**src/rtl/hwmask_pkg.sv**
```systemverilog
package hwmask_pkg;
    localparam int unsigned HALF_W   = 16;
    localparam int unsigned WORD_W   = 2 * HALF_W;
    localparam int unsigned N_CTRL   = 7;
    localparam int unsigned BUS_AW   = 8;
    localparam int unsigned STAT_OFS = 32'h20;
    localparam int unsigned PWR_BIT  = 0;
    localparam int unsigned DLL_BIT  = 1;
    localparam int unsigned CAL_POS  = 6;
    localparam int unsigned LOCK_POS = 5;

    // What a decoded address selects for readback
    typedef enum logic [1:0] {
        RD_NONE = 2'd0,
        RD_CTRL = 2'd1,
        RD_STAT = 2'd2
    } rd_kind_e;

    // Assemble the read-only status word from the PHY flags
    function automatic logic [WORD_W-1:0] status_word(input logic cal, input logic lock);
        logic [WORD_W-1:0] w;
        w           = '0;
        w[CAL_POS]  = cal;
        w[LOCK_POS] = lock;
        return w;
    endfunction
endpackage

```
**src/rtl/hwmask_decode.sv**
```systemverilog
module hwmask_decode
    import hwmask_pkg::*;
#(
    parameter int unsigned N_REG  = 7,
    parameter int unsigned ADDR_W = 8,
    parameter int unsigned IDX_W  = 3
) (
    input  logic [ADDR_W-1:0] addr,
    output logic [N_REG-1:0]  ctrl_sel,
    output rd_kind_e          kind,
    output logic [IDX_W-1:0]  idx
);
    // Exact word-aligned match per control register
    for (genvar k = 0; k < N_REG; k++) begin : g_sel
        assign ctrl_sel[k] = (addr == ADDR_W'(4 * k));
    end

    always_comb begin
        idx = '0;
        for (int k = 0; k < N_REG; k++) begin
            if (ctrl_sel[k]) idx = IDX_W'(k);
        end
        if (|ctrl_sel)                       kind = RD_CTRL;
        else if (addr == ADDR_W'(STAT_OFS))  kind = RD_STAT;
        else                                 kind = RD_NONE;
    end
endmodule

```
**src/rtl/hwmask_cell.sv**
```systemverilog
module hwmask_cell #(
    parameter int unsigned HW = 16
) (
    input  logic          clk,
    input  logic          rst,
    input  logic          wr_hit,
    input  logic [2*HW-1:0] word,
    output logic [HW-1:0] q
);
    logic [HW-1:0] en;
    logic [HW-1:0] merged;

    assign en     = word[2*HW-1:HW];
    assign merged = (q & ~en) | (word[HW-1:0] & en);

    always_ff @(posedge clk) begin
        if (rst)         q <= '0;
        else if (wr_hit) q <= merged;
    end


    hold_unsel_chk: assert property (@(posedge clk) disable iff (rst)
        !wr_hit |=> $stable(q));

    masked_keep_chk: assert property (@(posedge clk) disable iff (rst)
        wr_hit |=> (((q ^ $past(q)) & ~$past(en)) == '0));

    enabled_take_chk: assert property (@(posedge clk) disable iff (rst)
        wr_hit |=> ((q & $past(en)) == ($past(word[HW-1:0]) & $past(en))));
endmodule

```
**src/rtl/hwmask_rdmux.sv**
```systemverilog
module hwmask_rdmux
    import hwmask_pkg::*;
#(
    parameter int unsigned N_REG = 7,
    parameter int unsigned IDX_W = 3
) (
    input  logic                    clk,
    input  logic                    rst,
    input  logic                    rd_en,
    input  rd_kind_e                kind,
    input  logic [IDX_W-1:0]        idx,
    input  logic [N_REG*HALF_W-1:0] ctrl_flat,
    input  logic                    cal,
    input  logic                    lock,
    output logic [WORD_W-1:0]       rd_data
);
    logic [HALF_W-1:0] sel_half;
    logic [WORD_W-1:0] nxt;

    always_comb begin
        sel_half = '0;
        for (int k = 0; k < N_REG; k++) begin
            if (idx == IDX_W'(k)) sel_half = ctrl_flat[k*HALF_W +: HALF_W];
        end
        case (kind)
            RD_CTRL: nxt = {{HALF_W{1'b0}}, sel_half};
            RD_STAT: nxt = status_word(cal, lock);
            default: nxt = '0;
        endcase
    end

    always_ff @(posedge clk) begin
        if (rst)        rd_data <= '0;
        else if (rd_en) rd_data <= nxt;
    end


    rd_hold_chk: assert property (@(posedge clk) disable iff (rst)
        !rd_en |=> $stable(rd_data));

    ctrl_upper_zero_chk: assert property (@(posedge clk) disable iff (rst)
        (rd_en && kind == RD_CTRL) |=> (rd_data[WORD_W-1:HALF_W] == '0));

    stat_map_chk: assert property (@(posedge clk) disable iff (rst)
        (rd_en && kind == RD_STAT) |=> (rd_data[CAL_POS] == $past(cal)
            && rd_data[LOCK_POS] == $past(lock)
            && $countones(rd_data) == (int'($past(cal)) + int'($past(lock)))));

    unmapped_rd_chk: assert property (@(posedge clk) disable iff (rst)
        (rd_en && kind == RD_NONE) |=> (rd_data == '0));
endmodule

```
**src/rtl/hwmask_regbank.sv**
```systemverilog
module hwmask_regbank
    import hwmask_pkg::*;
#(
    parameter int unsigned N_REG  = N_CTRL,
    parameter int unsigned ADDR_W = BUS_AW
) (
    input  logic                    clk,
    input  logic                    rst,
    input  logic [ADDR_W-1:0]       bus_addr,
    input  logic                    bus_wr,
    input  logic [WORD_W-1:0]       bus_wdata,
    input  logic                    bus_rd,
    output logic [WORD_W-1:0]       bus_rdata,
    input  logic                    cal_done_i,
    input  logic                    dll_lock_i,
    output logic [N_REG*HALF_W-1:0] ctrl_o,
    output logic                    phy_pwr_on_o,
    output logic                    phy_dll_en_o
);
    localparam int unsigned IDX_W   = (N_REG > 1) ? $clog2(N_REG) : 1;
    localparam int unsigned PHY_REG = N_REG - 1;

    logic [N_REG-1:0] ctrl_sel;
    rd_kind_e         kind;
    logic [IDX_W-1:0] idx;

    hwmask_decode #(.N_REG(N_REG), .ADDR_W(ADDR_W), .IDX_W(IDX_W)) u_decode (
        .addr     (bus_addr),
        .ctrl_sel (ctrl_sel),
        .kind     (kind),
        .idx      (idx)
    );

    for (genvar k = 0; k < N_REG; k++) begin : g_cell
        hwmask_cell #(.HW(HALF_W)) u_cell (
            .clk    (clk),
            .rst    (rst),
            .wr_hit (bus_wr & ctrl_sel[k]),
            .word   (bus_wdata),
            .q      (ctrl_o[k*HALF_W +: HALF_W])
        );
    end

    hwmask_rdmux #(.N_REG(N_REG), .IDX_W(IDX_W)) u_rdmux (
        .clk       (clk),
        .rst       (rst),
        .rd_en     (bus_rd),
        .kind      (kind),
        .idx       (idx),
        .ctrl_flat (ctrl_o),
        .cal       (cal_done_i),
        .lock      (dll_lock_i),
        .rd_data   (bus_rdata)
    );

    assign phy_pwr_on_o = ctrl_o[PHY_REG*HALF_W + PWR_BIT];
    assign phy_dll_en_o = ctrl_o[PHY_REG*HALF_W + DLL_BIT];


    sel_onehot_chk: assert property (@(posedge clk) disable iff (rst)
        $onehot0(ctrl_sel));

    unmapped_wr_chk: assert property (@(posedge clk) disable iff (rst)
        (bus_wr && kind == RD_NONE) |=> $stable(ctrl_o));

    stat_wr_chk: assert property (@(posedge clk) disable iff (rst)
        (bus_wr && kind == RD_STAT) |=> $stable(ctrl_o));
endmodule

```
**config.mk**
```make
export PLATFORM = sky130hd
export DESIGN_NAME = hwmask_regbank
export DESIGN_NICKNAME = d
export VERILOG_FILES = /design/src/rtl/hwmask_pkg.sv /design/src/rtl/hwmask_decode.sv /design/src/rtl/hwmask_cell.sv /design/src/rtl/hwmask_rdmux.sv /design/src/rtl/hwmask_regbank.sv
export SDC_FILE = /design/constraint.sdc
export NUM_CORES = 1
export LEC_CHECK = 0
export ABC_AREA = 1
export CAP_MARGIN = 40
export CORE_AREA = 2 2 136 138
export CTS_CLUSTER_DIAMETER = 40
export CTS_CLUSTER_SIZE = 12
export DETAILED_ROUTE_END_ITERATION = 10
export DIE_AREA = 0 0 138 140
export GPL_TIMING_DRIVEN = 1
export PLACE_DENSITY_LB_ADDON = 0.08
export SYNTH_ARGS = -nofsm -noshare
export SYNTH_HDL_FRONTEND = slang
export SYNTH_SLANG_ARGS = --single-unit
```
**constraint.sdc**
```tcl
create_clock -name clk -period 2 [get_ports clk]
set_input_delay 0.4 -clock clk [delete_from_list [all_inputs] [get_ports clk]]
set_output_delay 0.4 -clock clk [all_outputs]
set_load 0.005 [all_outputs]
```
# Word-level counts from Yosys, hierarchy flattened
# Cells that the tools add are included.
# totals
elab_cells	65
inputBits	46
register_bits	144
# classes
muxes	16
bitwise	23
n_eq_ne	15
reduce_logical	3
# op_table
cell	n
AND 16 bit	8
two-way mux 16 bit	7
OR 16 bit	7
case mux 16 bit (2 select lines)	1
equality test 8 x 5 -> 1 bit (second input constant)	3
equality test 8 x 4 -> 1 bit (second input constant)	2
NOT 16 bit	1
equality test 3 bit (second input constant)	3
two-way mux 3 bit	3
equality test 8 x 3 -> 1 bit (second input constant)	1
equality test 8 x 6 -> 1 bit (second input constant)	1
zero test 8 bit	1
two-way mux 2 bit	4
AND 1 bit	7
OR reduction 7 bit	1
equality test 3 x 2 -> 1 bit (second input constant)	2
equality test 3 x 1 -> 1 bit (second input constant)	1
zero test 3 bit	1
equality test 2 x 1 -> 1 bit (second input constant)	1
equality test 2 bit (second input constant)	1
two-way mux 1 bit	1

# Logic depth before layout (Yosys ltp)
# Gate-level depths: netlist of run 1.
# logic_depth
ltp_word	16
depth_mapped	14
depth_no_buf	14

# By module
# From an unflattened synthesis of run 1, not the netlist that was laid out.
# hier_totals
hier_cells	1179
hier_area_um2	7348.3
# modules_own_cells
module	cells_each	seq_area_each_um2	n_inst	area_per_inst_um2
hwmask_cell	116	320.3	7	764.5
hwmask_rdmux	304	320.3	1	1700.4
hwmask_decode	47	0.0	1	229.0
hwmask_regbank	16	0.0	1	67.6

# Worst setup path after synthesis of run 1
# OpenSTA, ideal clock, no wires.
# synth_path
path_kind	input-to-reg
start	input bus_addr[7]
end	register u_rdmux.rd_data[12]
setup_slack_ps	313
arrival_ps	1552
required_time_ps	1865
stages	13
path_cell_list	nor2_4 -> inv_2 -> nor2_4 -> nand2_4 -> nand2_4 -> nor2_8 -> buf_6 -> nand2_1 -> nand2_1 -> a21oi_1 -> nand4_1 -> nand2_1 -> a21oi_1
# synth_between
elab_chain_len	16
elab_cells_between_ends	34
cone_classes	eq/ne: 15; mux: 16; reduce/logical: 3
# synth_lines
item	line_no	rtl
from (decl)	hwmask_regbank.sv:9	input logic [ADDR_W-1:0] bus_addr,
equality test 8 x 3 -> 1 bit	hwmask_decode.sv:15	assign ctrl_sel[k] = (addr == ADDR_W'(4 * k));
two-way mux 1 bit	hwmask_decode.sv:21	if (ctrl_sel[k]) idx = IDX_W'(k);
two-way mux 2 bit (2 in series)	hwmask_decode.sv:21	
two-way mux 3 bit (3 in series)	hwmask_decode.sv:21	
zero test 3 bit	hwmask_rdmux.sv:23	if (idx == IDX_W'(k)) sel_half = ctrl_flat[k*HALF_W +: HALF_W];
two-way mux 16 bit (7 in series)	hwmask_rdmux.sv:23	
case mux 16 bit (2 select lines) (*)	hwmask_rdmux.sv:25	case (kind)
to (signal assigned)	hwmask_rdmux.sv:34	else if (rd_en) rd_data <= nxt;
to (decl)	hwmask_rdmux.sv:15	output logic [WORD_W-1:0] rd_data
# Mark *: on every way between the ends. The rest lies on a longest branch, timed or not.
# A chain may end at the register's enable or synchronous reset.

==> key figures, run 1 <==
Power
  – Switching power: 1382 µW
  – PwrDens: 649.0 nW/µm²
  – Switching part of the total: 0.2316
  – Combinational power share: 0.064
  – VDD IR max: 0.5884 mV
  – Final Power: 5965 µW
  – Clock share of power: 0.507
  – Sequential power share: 0.429
  – Leakage Power: 0.003478 µW
  – Internal power: 4583 µW

Min path
  – Hold depth: 2
  – Hold Path Class: in2reg
  – Hold path start: rst

Worst setup path
  – CP top delay family: buffers and inverters
  – Arrival time at the worst endpoint: 1.40 ns
  – Critical path class: reg2out
  – Worst path depth: 1
  – Reg2reg path depth: 10
  – Worst path slowest cell: clkdlybuf4s50_1
  – Critical path buffer and inverter count: 1
  – Max stage delay on crit path: 0.54 ns
  – Endpoint type of the worst setup path: output port
  – Critical path required time: 1.60 ns
  – Crit start category: flop
  – Cell Chain, Critical Path: clkdlybuf4s50_1
  – Worst-path fanout max: 3
  – Reg2Reg Setup Slack: 0.84 ns

Timing
  – Hold Slack: 0.4580 ns
  – Final Hold Viols: 0
  – Fmax: 0.5567 GHz
  – RSZ-0062 raised after global routing: no
  – Max-slew violation count: 0
  – Setup violators final: 0
  – Tmin final: 1.796 ns
  – Relative slew slack: 0.6432
  – Period utilization: 0.8982
  – Worst-margin pin slew: 0.5352 ns
  – Worst Clk Skew: 0.004589 ns

Place
  – Cell Count Post-Placement: 1,179
  – Area after DPL: 8506 µm²
  – Post-DP HPWL: 16,530 µm
  – Routability cong.: 0.8505
  – Port Buffer Count: 175

Die
  – Die ar.: 19,320 µm²
  – Die Span Y: 140 µm
  – Core area: 17,780 µm²
  – Initial Utilization: 0.3432
  – I/O pins: 192
  – Std-Cell Rows: 49
  – Die width: 138 µm

Clocking
  – Root Driver: clkbuf_16
  – TritonCTS clock tree: yes
  – Total CTS buffers: 17
  – H-tree depth: 4
  – Clk pin slew, worst setup/hold paths: 0.06 ns
  – Bufs on Longest Clock Path: 2
  – Skew-Pair Late Insertion Delay: 0.42 ns
  – Sink Count: 128
  – Hold_buf cts: 0

Routing
  – Post-DRT Antenna Nets: 0
  – Via count: 6,618
  – DR WL met2: 10,930 µm
  – Number of remaining DRC errors: 0
  – Drt pass-1 iters: 7
  – Routed WL: 23,180 µm
  – Highest routed layer: met4
  – Detailed Route Iter0 Violations: 618
  – Routed WL per cell: 19.04 µm
  – Wl on met1: 10,100 µm
  – DR WL met3: 1601 µm
  – Vias per cell: 5.438

Cells and area
  – Commonest non-fill, non-tap cell in the layout: clkdlybuf4s50_1
  – Fill count: 1,665
  – Proportion of layout cells with a drive suffix above 1: 0.1528
  – Area Overhead vs Synth: 50.63%
  – Nets: 1,022
  – Final Non-Filler Cells: 1,217
  – Ant diodes: 0
  – Most frequent cells in the layout: 166 x clkdlybuf4s50_1, 132 x a21oi_1, 128 x dfxtp_1, 123 x nand2_1, 112 x a311oi_1
  – Finished Cell Area: 9191 µm²

Synthesis
  – Syn Area/Cell: 7.956 µm²
  – Synth warn: 0
  – Post-synthesis cell count: 767
  – Post-synthesis cell area: 6102 µm²
  – Synthesized flop and latch total: 128
  – Post-synthesis sequential area ratio: 0.4199
  – Synth cell types: 31

Job
  – Max-cap check violation count: 0

Global routing
  – Global route overflow: 0
  – First-pass GRT wire length: 35,740 µm
  – Vias in the first global route: 6,174
  – Largest net degree at the start of global routing: 45
  – GRT Overall Usage: 0.2348
  – Initial antenna violation count: 0

Outcome
  – Status: completed
[logic make-up after synthesis]
kind of cell | share of synthesized area
flops | 0.4199
buf+inv | 0.1083
compound gates | 0.2899
other cells | 0.0006145
simple gates | 0.1813
[final cells by class]
cell class                 count  area, µm²  area share
clock buffer                  21      460.4     0.05010
clock inverter                10      112.6     0.01225
inverter                      65      244.0     0.02655
multi-input combinational    512       2995      0.3259
sequential                   128       2562      0.2788
tap                          229      286.5     0.03117
timing repair buffer         252       2530      0.2753
[power groups by stage]
stage | sequential, µW | clock (µW) | combinational [µW]
after detailed placement | 2610 | 0 | 368
after global routing | 2560 | 3190 | 410
final | 2560 | 3030 | 381
after CTS | 2560 | 3080 | 370
after global placement | 2610 | 0 | 364
after floorplan | 2610 | 0 | 187
[repair_timing]
action                                 CTS  global route
endpoints found under the hold margin    0             0
buffers inserted                         0             6
setup endpoints to repair                0            61
gates resized for setup                  0            17
[synth_stat cells]
| cell type | instances | area, µm² |
|---|---|---|
| buf_1 | 2 | 7.510 |
| nor2_1 | 48 | 180.2 |
| clkinv_1 | 1 | 3.750 |
| nor2_8 | 1 | 20.02 |
| nand4_1 | 21 | 131.4 |
| nand3_4 | 2 | 35.03 |
| inv_2 | 7 | 26.28 |
| buf_2 | 15 | 75.07 |
| nor2_4 | 7 | 78.83 |
| o21ai_1 | 12 | 60.06 |
| inv_1 | 57 | 214.0 |
| or2_2 | 1 | 6.260 |
| nor3_4 | 2 | 32.53 |
| dfxtp_1 | 128 | 2562 |
| o22ai_1 | 3 | 18.77 |
| conb_1 | 1 | 3.750 |
| a21oi_2 | 3 | 26.28 |
| nor4_1 | 1 | 6.260 |
| buf_4 | 22 | 165.2 |
| o21ai_0 | 3 | 15.01 |
| nand3_1 | 7 | 35.03 |
| nand2_4 | 3 | 33.78 |
| buf_6 | 3 | 33.78 |
| a21oi_1 | 132 | 660.6 |
| nand2_2 | 5 | 31.28 |
| nand2_1 | 123 | 461.7 |
| nor2_2 | 7 | 43.79 |
| nand3_2 | 1 | 10.01 |
| a311oi_1 | 112 | 980.9 |
| o21bai_1 | 1 | 7.510 |
| clkbuf_1 | 36 | 135.1 |
[path summary, 6_finish.rpt]
| path | end |
|---|---|
| hold reg to reg | u_rdmux.rd_data[13] |
| setup reg to reg | u_rdmux.rd_data[6] |
| setup / recovery | ctrl_o[16] |
| hold / removal | u_rdmux.rd_data[12] |
[per-stage QoR]
step                      setup WS [ns]  setup TNS [ns]  utilization
after floorplan                  0.3126               0            -
after global placement          -0.3954          -32.31       0.4784
after detailed placement        -0.4374          -38.15       0.4784
after CTS                      0.005985               0       0.5106
after global routing             0.1360               0       0.5170
final                            0.2037               0       0.5170
[metal layers]
metal | vias up | GRT usage
li1 | 3151 | -
met1 | 3113 | 0.3078
met2 | 310 | 0.3833
met3 | 44 | 0.05265
met4 | 0 | 0.08056
met5 | - | 0
Note: power is estimated with default switching activity, not from simulation.
==> inputs of run 2 (changes only) <==
CTS_BUF_LIST = sky130_fd_sc_hd__clkbuf_2   (was default)
==> run 2 against run 1 <==
Power shrank 25%. Clock-buffer cell count down 2. Routed wire length grew 3.7%. Clock power is 49% lower. Core utilization up 2.0 points. Sequential power about the same. Combinational power hardly changed. Die area unchanged. Non-clock buffer count is 102 higher.
==> key figures, run 2 (synthesized netlist as in run 1, its figures left out) <==
Timing
  – Worst setup margin: 0.1270 ns (-0.07666 ns)
  – Period utilization: 0.9365 (+0.03833)
  – Relative slew slack: 0.6328 (-0.01035)
  – Tmin final: 1.873 ns (+0.07666 ns)
  – Final setup TNS: 0 ns (unchanged)
  – Hold Slack: 0.1630 ns (-0.2950 ns)
  – Setup violators final: 0 (unchanged)
  – Worst Clk Skew: 0.01734 ns (+0.01275 ns)
  – Max-slew violation count: 0 (unchanged)
  – Worst-margin pin slew: 0.5507 ns (+0.01553 ns)
  – Final Hold Viols: 0 (unchanged)
  – RSZ-0062 raised after global routing: no
  – Fmax: 0.5339 GHz (-4.1%)

Clocking
  – Bufs on Longest Clock Path: 2 (unchanged)
  – Skew-Pair Late Insertion Delay: 0.72 ns (+0.30 ns)
  – H-tree depth: 4 (unchanged)
  – Clk pin slew, worst setup/hold paths: 0.19 ns (+0.13 ns)
  – TritonCTS clock tree: yes
  – Hold_buf cts: 0 (unchanged)
  – Sink Count: 128 (unchanged)
  – Total CTS buffers: 17 (unchanged)
  – Root Driver: clkbuf_2

Worst setup path
  – Worst path depth: 2 (+1)
  – Max stage delay on crit path: 0.38 ns (-0.16 ns)
  – Cell Chain, Critical Path: buf_4, dlygate4sd2_1
  – Crit start category: flop
  – Worst-path fanout max: 2 (-1)
  – Endpoint type of the worst setup path: output port
  – Critical path buffer and inverter count: 2 (+1)
  – Reg2reg path depth: 11 (+1)
  – Worst path slowest cell: dfxtp_4
  – Arrival time at the worst endpoint: 1.47 ns (+0.07 ns)
  – Critical path required time: 1.60 ns (about the same)
  – CP top delay family: buffers and inverters
  – Critical path class: reg2out

Routing
  – Post-DRT Antenna Nets: 0 (unchanged)
  – Via count: 6,994 (+5.7%)
  – Routed WL per cell: 18.22 µm (-4.3%)
  – Vias per cell: 5.303 (-2.5%)
  – Drt pass-1 iters: 5 (-2)
  – Routed WL: 24,040 µm (+3.7%)
  – Detailed Route Iter0 Violations: 646 (+4.5%)
  – Number of remaining DRC errors: 0 (unchanged)

Cells and area
  – Commonest non-fill, non-tap cell in the layout: buf_4
  – Proportion of layout cells with a drive suffix above 1: 0.3416 (+0.1888)
  – Most frequent cells in the layout: 166 x buf_4, 132 x a21oi_1, 127 x dlygate4sd2_1, 123 x nand2_1, 119 x dfxtp_2
  – Finished Cell Area: 9550 µm² (+3.9%)
  – Nets: 1,123 (+9.9%)
  – Area Overhead vs Synth: 56.51%
  – Final Non-Filler Cells: 1,319 (+8.4%)

Min path
  – Hold Path Class: in2reg
  – Hold depth: 2 (unchanged)

Global routing
  – Most used routing layer: met2
  – Global route overflow: 0 (unchanged)
  – Largest net degree at the start of global routing: 45 (unchanged)
  – GR Layer Usage met1: 0.3093 (+0.001471)
  – GRT Overall Usage: 0.2453 (+0.01054)
  – Met2 global-route usage: 0.4088 (+0.02553)
  – First-pass GRT wire length: 37,450 µm (+4.8%)
  – Vias in the first global route: 6,718 (+8.8%)
  – Grt met3 use: 0.05949 (+0.006838)
  – Initial antenna violation count: 1 (+1)

Place
  – Routability cong.: 0.8505 (unchanged)
  – Port Buffer Count: 175 (unchanged)
  – Cell Count Post-Placement: 1,179 (unchanged)
  – Pre-CTS WS: -0.4374 ns (unchanged)
  – Area after DPL: 8506 µm² (unchanged)
  – Post-DP HPWL: 16,530 µm (unchanged)

Die
  – I/O pins: 192 (unchanged)
  – Die width: 138 µm (unchanged)
  – Die Span Y: 140 µm (unchanged)
  – Die ar.: 19,320 µm² (unchanged)
  – Initial Utilization: 0.3432 (unchanged)
  – Core area: 17,780 µm² (unchanged)
  – Std-Cell Rows: 49 (unchanged)

Power
  – Internal power: 3250 µW (-29%)
  – Switching power: 1226 µW (-11%)
  – Combinational power share: 0.084 (+0.020)
  – Leakage Power: 0.004549 µW (+31%)
  – Sequential power share: 0.570 (+0.141)
  – Clock share of power: 0.346 (-0.161)
  – Switching part of the total: 0.2738 (+0.04222)
  – PwrDens: 468.7 nW/µm² (-28%)
  – VDD IR max: 0.3194 mV (-46%)

Outcome
  – Status: completed

Job
  – Max-cap check violation count: 0 (unchanged)
[run 2: changes by cell type in the layout (fill, tap and decap cells not counted), sizes merged]
cell	previous run	this run
buf	78	180
clkbuf	21	19
clkdlybuf4s50	166	44
clkinv	7	9
diode	0	1
dlygate4sd2	0	127
dlymetal6s2s	8	3
nand3	11	10
[run 2: cell type report]
class	instances	area, µm²
inverters	65	244.0
clock inverters	12	120.1
repair buffers	354	3117
well taps	229	286.5
clock buffers	19	95.09
diodes	1	2.502
flip-flops and latches	128	2730
multi-input cells	511	2955
fillers	1706	8229
[run 2: path summary, 6_finish.rpt]
| kind | startpoint | end | slack, ns |
|---|---|---|---|
| worst max-delay path | flop | ctrl_o[96] | 0.13 |
| worst min-delay path | rst | u_rdmux.rd_data[2] | 0.16 |
| worst max register to register | flop | u_rdmux.rd_data[6] | 0.69 |
| worst min register to register | u_rdmux.rd_data[13] | u_rdmux.rd_data[13] | 0.49 |
[run 2: what timing repair did]
action	in CTS	in global routing
gates cloned	0	0
buffers inserted	108	0
setup endpoints to repair	130	3
resized for setup	256	3
[run 2: routing by layer]
metal / vias up / share of wire
li1: 3353 / -
met1: 3289 / 0.43
met2: 312 / 0.47
met3: 40 / 0.073
met4: 0 / 0.026
met5: - / 0
[run 2: per-stage QoR]
stage	util	total power [µW]
global placement	0.4784	2978
floorplan	-	2800
CTS	0.5366	4496
global route	0.5372	4661
detailed placement	0.4784	2982
finish	0.5372	4476
[run 2: power groups by stage]
stage	combinational, µW	clock (µW)	sequential [µW]
after floorplan	187	0	2610
after global placement	364	0	2610
after detailed placement	368	0	2610
after CTS	372	1570	2550
after global routing	405	1700	2550
final	378	1550	2550
